**src/rtl/i2c_unstick_pkg.sv**
```systemverilog
package i2c_unstick_pkg;
   typedef enum logic [2:0] {
      ST_IDLE,
      ST_SAMPLE,
      ST_SCL_HI,
      ST_SCL_LO,
      ST_STOP_SETUP,
      ST_STOP_SCL,
      ST_STOP_SDA,
      ST_FINISH
   } unstick_state_e;
endpackage

```
**src/rtl/unstick_sync.sv**
```systemverilog
module unstick_sync #(
   parameter int STAGES = 2
) (
   input  logic clk,
   input  logic rst_n,
   input  logic d_i,
   output logic q_o
);
   logic [STAGES-1:0] chain_q;

   generate
      for (genvar s = 0; s < STAGES; s++) begin : g_stage
         if (s == 0) begin : g_first
            always_ff @(posedge clk or negedge rst_n) begin
               if (!rst_n) chain_q[0] <= 1'b1;
               else        chain_q[0] <= d_i;
            end
         end else begin : g_next
            always_ff @(posedge clk or negedge rst_n) begin
               if (!rst_n) chain_q[s] <= 1'b1;
               else        chain_q[s] <= chain_q[s-1];
            end
         end
      end
   endgenerate

   assign q_o = chain_q[STAGES-1];
endmodule

```
**src/rtl/unstick_timer.sv**
```systemverilog
module unstick_timer #(
   parameter int W = 16
) (
   input  logic         clk,
   input  logic         rst_n,
   input  logic         load_i,
   input  logic [W-1:0] len_i,
   output logic         expire_o
);
   logic [W-1:0] cnt_q;

   always_ff @(posedge clk or negedge rst_n) begin
      if (!rst_n)               cnt_q <= '0;
      else if (load_i)          cnt_q <= (len_i == '0) ? '0 : len_i - W'(1);
      else if (cnt_q != '0)     cnt_q <= cnt_q - W'(1);
   end

   assign expire_o = (cnt_q == '0);
endmodule

```
**src/rtl/unstick_pulse_cnt.sv**
```systemverilog
module unstick_pulse_cnt #(
   parameter int MAX = 9,
   parameter int W   = 4
) (
   input  logic         clk,
   input  logic         rst_n,
   input  logic         clear_i,
   input  logic         inc_i,
   output logic [W-1:0] count_o,
   output logic         at_cap_o
);
   logic [W-1:0] count_q;

   always_ff @(posedge clk or negedge rst_n) begin
      if (!rst_n)       count_q <= '0;
      else if (clear_i) count_q <= '0;
      else if (inc_i)   count_q <= count_q + W'(1);
   end

   assign count_o  = count_q;
   assign at_cap_o = (count_q == W'(MAX - 1));
endmodule

```
**src/rtl/i2c_unstick_seq.sv**
```systemverilog
module i2c_unstick_seq
   import i2c_unstick_pkg::*;
#(
   parameter int  HALF_W      = 16,
   parameter int  MAX_PULSES  = 9,
   parameter int  SYNC_STAGES = 2,
   localparam int CNT_W       = $clog2(MAX_PULSES + 1)
) (
   input  logic              clk,
   input  logic              rst_n,
   input  logic              start_i,
   input  logic [HALF_W-1:0] half_cycles_i,
   input  logic              sda_i,
   output logic              scl_oe_o,
   output logic              sda_oe_o,
   output logic              busy_o,
   output logic              done_o,
   output logic [CNT_W-1:0]  pulses_o
);
   generate
      if (MAX_PULSES < 1) begin : g_bad_max
         $error("MAX_PULSES must be at least 1");
      end
      if (SYNC_STAGES < 2) begin : g_bad_sync
         $error("SYNC_STAGES must be at least 2");
      end
      if (HALF_W < 1) begin : g_bad_half
         $error("HALF_W must be at least 1");
      end
   endgenerate

   unstick_state_e    state_q, state_d;
   logic [HALF_W-1:0] half_q;
   logic              sda_s;
   logic              expire;
   logic              load_t, inc_t, clr_t, at_cap;
   logic              scl_oe_q, sda_oe_q;

   unstick_sync #(.STAGES(SYNC_STAGES)) u_sync (
      .clk   (clk),
      .rst_n (rst_n),
      .d_i   (sda_i),
      .q_o   (sda_s)
   );

   unstick_timer #(.W(HALF_W)) u_timer (
      .clk      (clk),
      .rst_n    (rst_n),
      .load_i   (load_t),
      .len_i    (half_q),
      .expire_o (expire)
   );

   unstick_pulse_cnt #(.MAX(MAX_PULSES), .W(CNT_W)) u_cnt (
      .clk      (clk),
      .rst_n    (rst_n),
      .clear_i  (clr_t),
      .inc_i    (inc_t),
      .count_o  (pulses_o),
      .at_cap_o (at_cap)
   );

   always_comb begin
      state_d = state_q;
      load_t  = 1'b0;
      inc_t   = 1'b0;
      clr_t   = 1'b0;
      unique case (state_q)
         ST_IDLE: begin
            if (start_i) begin
               state_d = ST_SAMPLE;
               clr_t   = 1'b1;
            end
         end
         ST_SAMPLE: begin
            if (sda_s) begin
               state_d = ST_FINISH;
            end else begin
               state_d = ST_SCL_HI;
               load_t  = 1'b1;
            end
         end
         ST_SCL_HI: begin
            if (expire) begin
               state_d = ST_SCL_LO;
               load_t  = 1'b1;
            end
         end
         ST_SCL_LO: begin
            if (expire) begin
               inc_t = 1'b1;
               if (!sda_s && !at_cap) begin
                  state_d = ST_SCL_HI;
                  load_t  = 1'b1;
               end else begin
                  state_d = ST_STOP_SETUP;
               end
            end
         end
         ST_STOP_SETUP: begin
            state_d = ST_STOP_SCL;
            load_t  = 1'b1;
         end
         ST_STOP_SCL: begin
            if (expire) begin
               state_d = ST_STOP_SDA;
               load_t  = 1'b1;
            end
         end
         ST_STOP_SDA: begin
            if (expire) state_d = ST_FINISH;
         end
         ST_FINISH: state_d = ST_IDLE;
         default:   state_d = ST_IDLE;
      endcase
   end

   always_ff @(posedge clk or negedge rst_n) begin
      if (!rst_n) begin
         state_q  <= ST_IDLE;
         half_q   <= '0;
         scl_oe_q <= 1'b0;
         sda_oe_q <= 1'b0;
      end else begin
         state_q  <= state_d;
         if (state_q == ST_IDLE && start_i) half_q <= half_cycles_i;
         scl_oe_q <= (state_d == ST_SCL_LO) || (state_d == ST_STOP_SETUP);
         sda_oe_q <= (state_d == ST_STOP_SETUP) || (state_d == ST_STOP_SCL);
      end
   end

   assign scl_oe_o = scl_oe_q;
   assign sda_oe_o = sda_oe_q;
   assign busy_o   = (state_q != ST_IDLE);
   assign done_o   = (state_q == ST_FINISH);
endmodule

```
**config.mk**
```make
export PLATFORM = sky130hd
export DESIGN_NAME = i2c_unstick_seq
export DESIGN_NICKNAME = d
export VERILOG_FILES = /design/src/rtl/i2c_unstick_pkg.sv /design/src/rtl/unstick_sync.sv /design/src/rtl/unstick_timer.sv /design/src/rtl/unstick_pulse_cnt.sv /design/src/rtl/i2c_unstick_seq.sv
export SDC_FILE = /design/constraint.sdc
export NUM_CORES = 1
export LEC_CHECK = 0
export BUFFER_PORTS_ARGS = -buffer_cell sky130_fd_sc_hd__buf_2
export CAP_MARGIN = 25
export CORE_UTILIZATION = 30
export DETAILED_ROUTE_END_ITERATION = 10
export GPL_ROUTABILITY_DRIVEN = 1
export PLACE_DENSITY = 0.56
export SLEW_MARGIN = 20
export SYNTH_ARGS = -nofsm -noshare
export SYNTH_HDL_FRONTEND = slang
export SYNTH_SLANG_ARGS = --single-unit
```
**constraint.sdc**
```tcl
create_clock -name clk -period 3.35 [get_ports clk]
set_input_delay 0.67 -clock clk [delete_from_list [all_inputs] [get_ports clk]]
set_output_delay 0.67 -clock clk [all_outputs]
set_load 0.03 [all_outputs]
```
==> results of run 1 <==
==> logic make-up after synthesis <==
family                     Yosys count  share of synthesized area (%)
and+or+nand+nor                     91                           20.9
adders and majority gates            6                           3.08
DFF                                 43                           44.2
xor gates and xnor gates            25                           8.97
AOI/OAI and AO/OA                   43                           11.9
muxes                               17                           7.74
buffers and inverters               18                           3.23
==> worst max-delay path by stage <==
stage / start / depth (start not counted) / end / slack [ns]
6_report: u_timer.cnt_q[0] / 7 / u_timer.cnt_q[11] / 0.46
5_1_grt: u_timer.cnt_q[0] / 7 / u_timer.cnt_q[15] / 0.29
4_1_cts: u_timer.cnt_q[0] / 7 / u_timer.cnt_q[11] / 0.48
3_5_place_dp: u_timer.cnt_q[0] / 7 / u_timer.cnt_q[11] / 0.53
3_3_place_gp: u_timer.cnt_q[7] / 5 / u_timer.cnt_q[11] / 0.56
2_1_floorplan: u_timer.cnt_q[0] / 8 / u_timer.cnt_q[9] / 1.02
==> placed cells by master (no fill, tap or decap), drive strengths merged, types with 4 or more instances in the layout <==
master,instances
dfrtp,41
buf,31
nand2,18
xnor2,16
mux2,15
nor2,14
nor3,12
nand3,11
o21ai,10
or4,10
xor2,9
inv,8
o22ai,8
o31ai,6
ha,6
clkbuf,6
nor2b,5
a21oi,5
nor4,4
==> where the power goes <==
| part | switching [uW] | internal [uW] | leakage, uW |
|---|---|---|---|
| logic | 127 | 124 | 0.000602 |
| clock network | 181 | 241 | 0.0000612 |
| registers | 73.0 | 591 | 0.000530 |
==> state kept, by name, indices dropped and copies added (netlist names) <==
name	cells
half_q	16
sda_oe_o	1
u_timer.cnt_q	16
u_sync.q_o	1
state_q	3
u_cnt.count_o	4
scl_oe_o	1
u_sync.chain_q	1
==> area by class of cell <==
class                      instances  area, um^2  share of cell area, %
sequential                        43        1080                   38.1
clock inverter                     2        35.0                   1.24
tap                              102         128                   4.51
multi-input combinational        182        1290                   45.6
inverter                           8        30.0                   1.06
clock buffer                       6        82.6                   2.92
timing repair buffer              31         185                   6.55
==> routing by layer <==
layer	vias up	global-route usage (%)	part of all wire [%]
met4	0	5.08	1.8
li1	940	-	-
met3	7	1.74	2.5
met1	861	18.2	51
met5	-	0	0
met2	29	18.9	44
==> stage by stage <==
step           hold slack [ns]  utilization [%]
3_3_place_gp             0.345             34.4
6_report                 0.357             36.2
4_1_cts                  0.360             35.9
3_5_place_dp             0.347             34.4
2_1_floorplan            0.345                -
5_1_grt                  0.365             36.2
==> flow_summary.yaml, run 1 <==
synth:
  ys_top_cells_by_count: "41 x dfrtp_1, 18 x nand2_1, 16 x xnor2_1"
  yosysWarningCount: 0
  syn-cell-area_um2: 2440
  synthArstFlopShare_pct: 100
  synthCells: 243
  yosys.cell_types.count: 48
  ys_ff_latch: 43
  synth_top_area_share_pct: 42.0
  synthTopCellsByArea: "dfrtp_1 42%, mux2_2 6.9%, xnor2_1 5.7%"
  yosys.cell_count.top_type: "dfrtp_1"
  synth_seq_area_share_pct: 44.2
  synth_edf_count: 0
  synth_top_area_cell: "dfrtp_1"
  synth_ff_type: "dfrtp_1"
  syn_avg_cell_area_um2: 10.0
  synth_nets: 269
critical_path:
  rrSetupSlack_ns: 0.46
  worstPathRequired_ns: 3.56
  cpPeakStageDelay_ns: 0.63
  path_delay_family: "simple AND/OR/NAND/NOR gates"
  critPathSlowestCell: "or4b_2"
  rr_startpoint: "u_timer.cnt_q[0]"
  path_buf_inv: 1
  path_cells: "inv_1 -> ha_1 -> or4b_2 -> or4_4 -> a22oi_2 -> nand2_1 -> o22ai_1"
  crit_type: "flop to flop"
  path_max_fanout: 11
  reg2regPathDepth: 7
  cp-end-kind: "flop"
  startpoint_type: "flop"
  r2r-end: "u_timer.cnt_q[11]"
  cp.arrival_ns: 3.10
sta:
  fmax_ghz: 0.346
  hold_viol: 0
  clock_skew_ns: 0.0134
  finalCritPeriodShare_pct: 86.3
  rsz0062_at_grt: "no"
  final.setup.tns_ns: 0
  slew_viol_final: 0
  period_minus_slack_ns: 2.89
  finalSetupViolations: 0
  maxSlewHeadroom_pct: 47.8
  worst_pin_slew_ns: 0.782
  setup_ws_ns: 0.460
clocking:
  clk_pin_slew_ns: 0.09
  h-tree-depth: 2
  cts-root-buf: "clkbuf_8"
  cts_sinks: 43
  cts_resized: 0
  cts_setup_buffers: 0
  insertion_delay_ns: 0.30
  hold_buffers: 0
  cts_tree: "yes"
  numCtsBuffers: 5
  cts_buffer_depth: 2
grt:
  antenna_found_initial: 0
  grt_max_degree: 44
  grt_pass1_wl_mm: 8.55
  grtUsageTotal_pct: 12.6
  overflow: 0
  grt_pass1_vias: 1762
floorplan:
  design.die.area_um2: 8500
  num_io_pins: 28
  start_util_pct: 31.3
  rows: 32
  die_x_um: 92.2
  core_um2: 7810
  die_h_um: 92.2
drt:
  via_per_inst: 4.91
  drt_iter0_markers: 117
  first_pass_iters: 6
  num_vias: 1837
  drc: 0
  drtAntennaViolNets: 0
  routed_wl_mm: 4.93
  wire_per_inst_um: 13.2
placed_design:
  preCtsSetupSlack_ns: 0.526
  placed_area_um2: 2680
  io_buffers: 27
  dp_cells: 365
  gp_congestion: 0.768
  dpl.hpwl_mm: 3.54
hold_path:
  hold_path.class: "primary input to asynchronous set/reset pin"
layout:
  final_area_um2: 2830
  drive_above_1_share_pct: 23.5
  fin_cells: 374
  area_growth_pct: 15.9
  diodes: 0
  nFillCells: 793
  nNetsFinal: 297
outcome:
  outcome: "complete, no violations"
run:
  drv_cap: 0
pwr:
  powerDensity_nw_per_um2: 473
  finalPower_uw: 1340
  ir_drop_mv: 0.239
  p_leak_uw: 0.00119
No activity file was read; power rests on OpenSTA's default activity.
==> run 2, diff against run 1 <==
--- a/config.mk
+++ b/config.mk
@@ -10,6 +10,7 @@
 export CORE_UTILIZATION = 30
 export DETAILED_ROUTE_END_ITERATION = 10
 export GPL_ROUTABILITY_DRIVEN = 1
+export MAX_ROUTING_LAYER = met4
 export PLACE_DENSITY = 0.56
 export SLEW_MARGIN = 20
 export SYNTH_ARGS = -nofsm -noshare
==> flow_summary.yaml, run 2 (synthesized netlist as in run 1, its figures left out) <==
floorplan:
  num_io_pins: 28
  rows: 32
  start_util_pct: 31.3
  die_x_um: 92.2
  core_um2: 7810
  die_h_um: 92.2
  design.die.area_um2: 8500
grt:
  grtUsageTotal_pct: 13.0
  overflow: 0
  grt_pass1_vias: 1767
  grt_pass1_wl_mm: 8.54
  antenna_found_initial: 0
  grt_max_degree: 44
sta:
  fmax_ghz: 0.347
  hold_viol: 0
  finalCritPeriodShare_pct: 86.0
  period_minus_slack_ns: 2.88
  worst_pin_slew_ns: 0.733
  slew_viol_final: 0
  setup_ws_ns: 0.468
  maxSlewHeadroom_pct: 51.0
  finalSetupViolations: 0
  clock_skew_ns: 0.0126
  rsz0062_at_grt: "no"
  final.setup.tns_ns: 0
layout:
  multi_input_area_um2: 1290
  diodes: 0
  layout_commonest_cell: "dfrtp_1"
  nNetsFinal: 297
  nFillCells: 793
  seq_area_um2: 1080
  area_growth_pct: 15.9
  drive_above_1_share_pct: 23.5
  final_cell_mix: "41 x dfrtp_1, 27 x buf_2, 18 x nand2_1, 16 x xnor2_1, 15 x mux2_2"
critical_path:
  path_cells: "inv_1 -> ha_1 -> or4b_2 -> or4_4 -> a22oi_2 -> nand2_1 -> o22ai_1"
  cp.arrival_ns: 3.09
  r2r-end: "u_timer.cnt_q[11]"
  rrSetupSlack_ns: 0.47
  cp-end-kind: "flop"
  startpoint_type: "flop"
  reg2regPathDepth: 7
  crit_type: "flop to flop"
  rr_startpoint: "u_timer.cnt_q[0]"
  critPathSlowestCell: "or4b_2"
  path_max_fanout: 11
  cpPeakStageDelay_ns: 0.63
  worstPathRequired_ns: 3.56
clocking:
  cts_setup_buffers: 0
  cts-root-buf: "clkbuf_8"
  cts_sinks: 43
  cts_resized: 0
  numCtsBuffers: 5
  clk_pin_slew_ns: 0.09
  cts_buffer_depth: 2
  hold_buffers: 0
  insertion_delay_ns: 0.30
  cts_tree: "yes"
  h-tree-depth: 2
pwr:
  powerDensity_nw_per_um2: 471
  ir_drop_mv: 0.237
  p_leak_uw: 0.00119
  finalPower_uw: 1330
drt:
  via_per_inst: 4.93
  first_pass_iters: 6
  drc: 0
  drtAntennaViolNets: 0
  routed_wl_mm: 4.85
  num_vias: 1845
  wire_per_inst_um: 13.0
  drt_iter0_markers: 106
placed_design:
  io_buffers: 27
  gp_congestion: 0.778
  preCtsSetupSlack_ns: 0.526
  dpl.hpwl_mm: 3.54
outcome:
  outcome: "complete, no violations"
hold_path:
  hold_path.class: "primary input to asynchronous set/reset pin"
run:
  drv_cap: 0
run 2: cell counts in the layout (fill, tap and decap cells not counted):
No cell type changed its count.
run 2: power by group:
part | total (uW) | internal (uW) | switching (uW)
logic | 250 | 124 | 126
clock network | 420 | 241 | 179
registers | 663 | 591 | 72.0
run 2: worst max-delay path by stage:
stage                     startpoint                 to  slack [ns]  cells past startpoint
floorplan           u_timer.cnt_q[0]   u_timer.cnt_q[9]        1.02                      8
global placement    u_timer.cnt_q[7]  u_timer.cnt_q[11]        0.56                      5
detailed placement  u_timer.cnt_q[0]  u_timer.cnt_q[11]        0.53                      7
CTS                 u_timer.cnt_q[0]  u_timer.cnt_q[11]        0.48                      7
global route        u_timer.cnt_q[0]  u_timer.cnt_q[15]        0.29                      7
finish              u_timer.cnt_q[0]  u_timer.cnt_q[11]        0.47                      7
run 2: metrics by stage:
| step | hold slack, ns | cells | instance area, um^2 | util (%) |
|---|---|---|---|---|
| floorplan | 0.345 | 243 | 2440 | - |
| global placement | 0.345 | 365 | 2680 | 34.4 |
| detailed placement | 0.347 | 365 | 2680 | 34.4 |
| CTS | 0.360 | 373 | 2800 | 35.9 |
| global route | 0.365 | 374 | 2830 | 36.2 |
| finish | 0.360 | 374 | 2830 | 36.2 |
run 2: layout make-up:
type                       instances  share of cell area [%]
clock buffer                       6                    2.92
tap                              102                    4.51
timing repair buffer              31                    6.55
sequential                        43                    38.1
clock inverter                     2                    1.24
multi-input combinational        182                    45.6
inverter                           8                    1.06
run 2: critical path: cells and delay by family, from the launching register on:
kind | cells | cell delay (ns)
DFF | 1 | 0.38
AOI/OAI and AO/OA | 2 | 0.68
buffers and inverters | 1 | 0.12
and+or+nand+nor | 3 | 1.45
adders and majority gates | 1 | 0.15
run 2: metal layers:
| metal | track usage [%] | up-vias | part of all wire (%) |
|---|---|---|---|
| met4 | 5.08 | 0 | 1.8 |
| met3 | 1.74 | 7 | 2.7 |
| met2 | 18.9 | 36 | 45 |
| li1 | - | 941 | - |
| met1 | 18.2 | 861 | 51 |
| met5 | - | - | 0 |
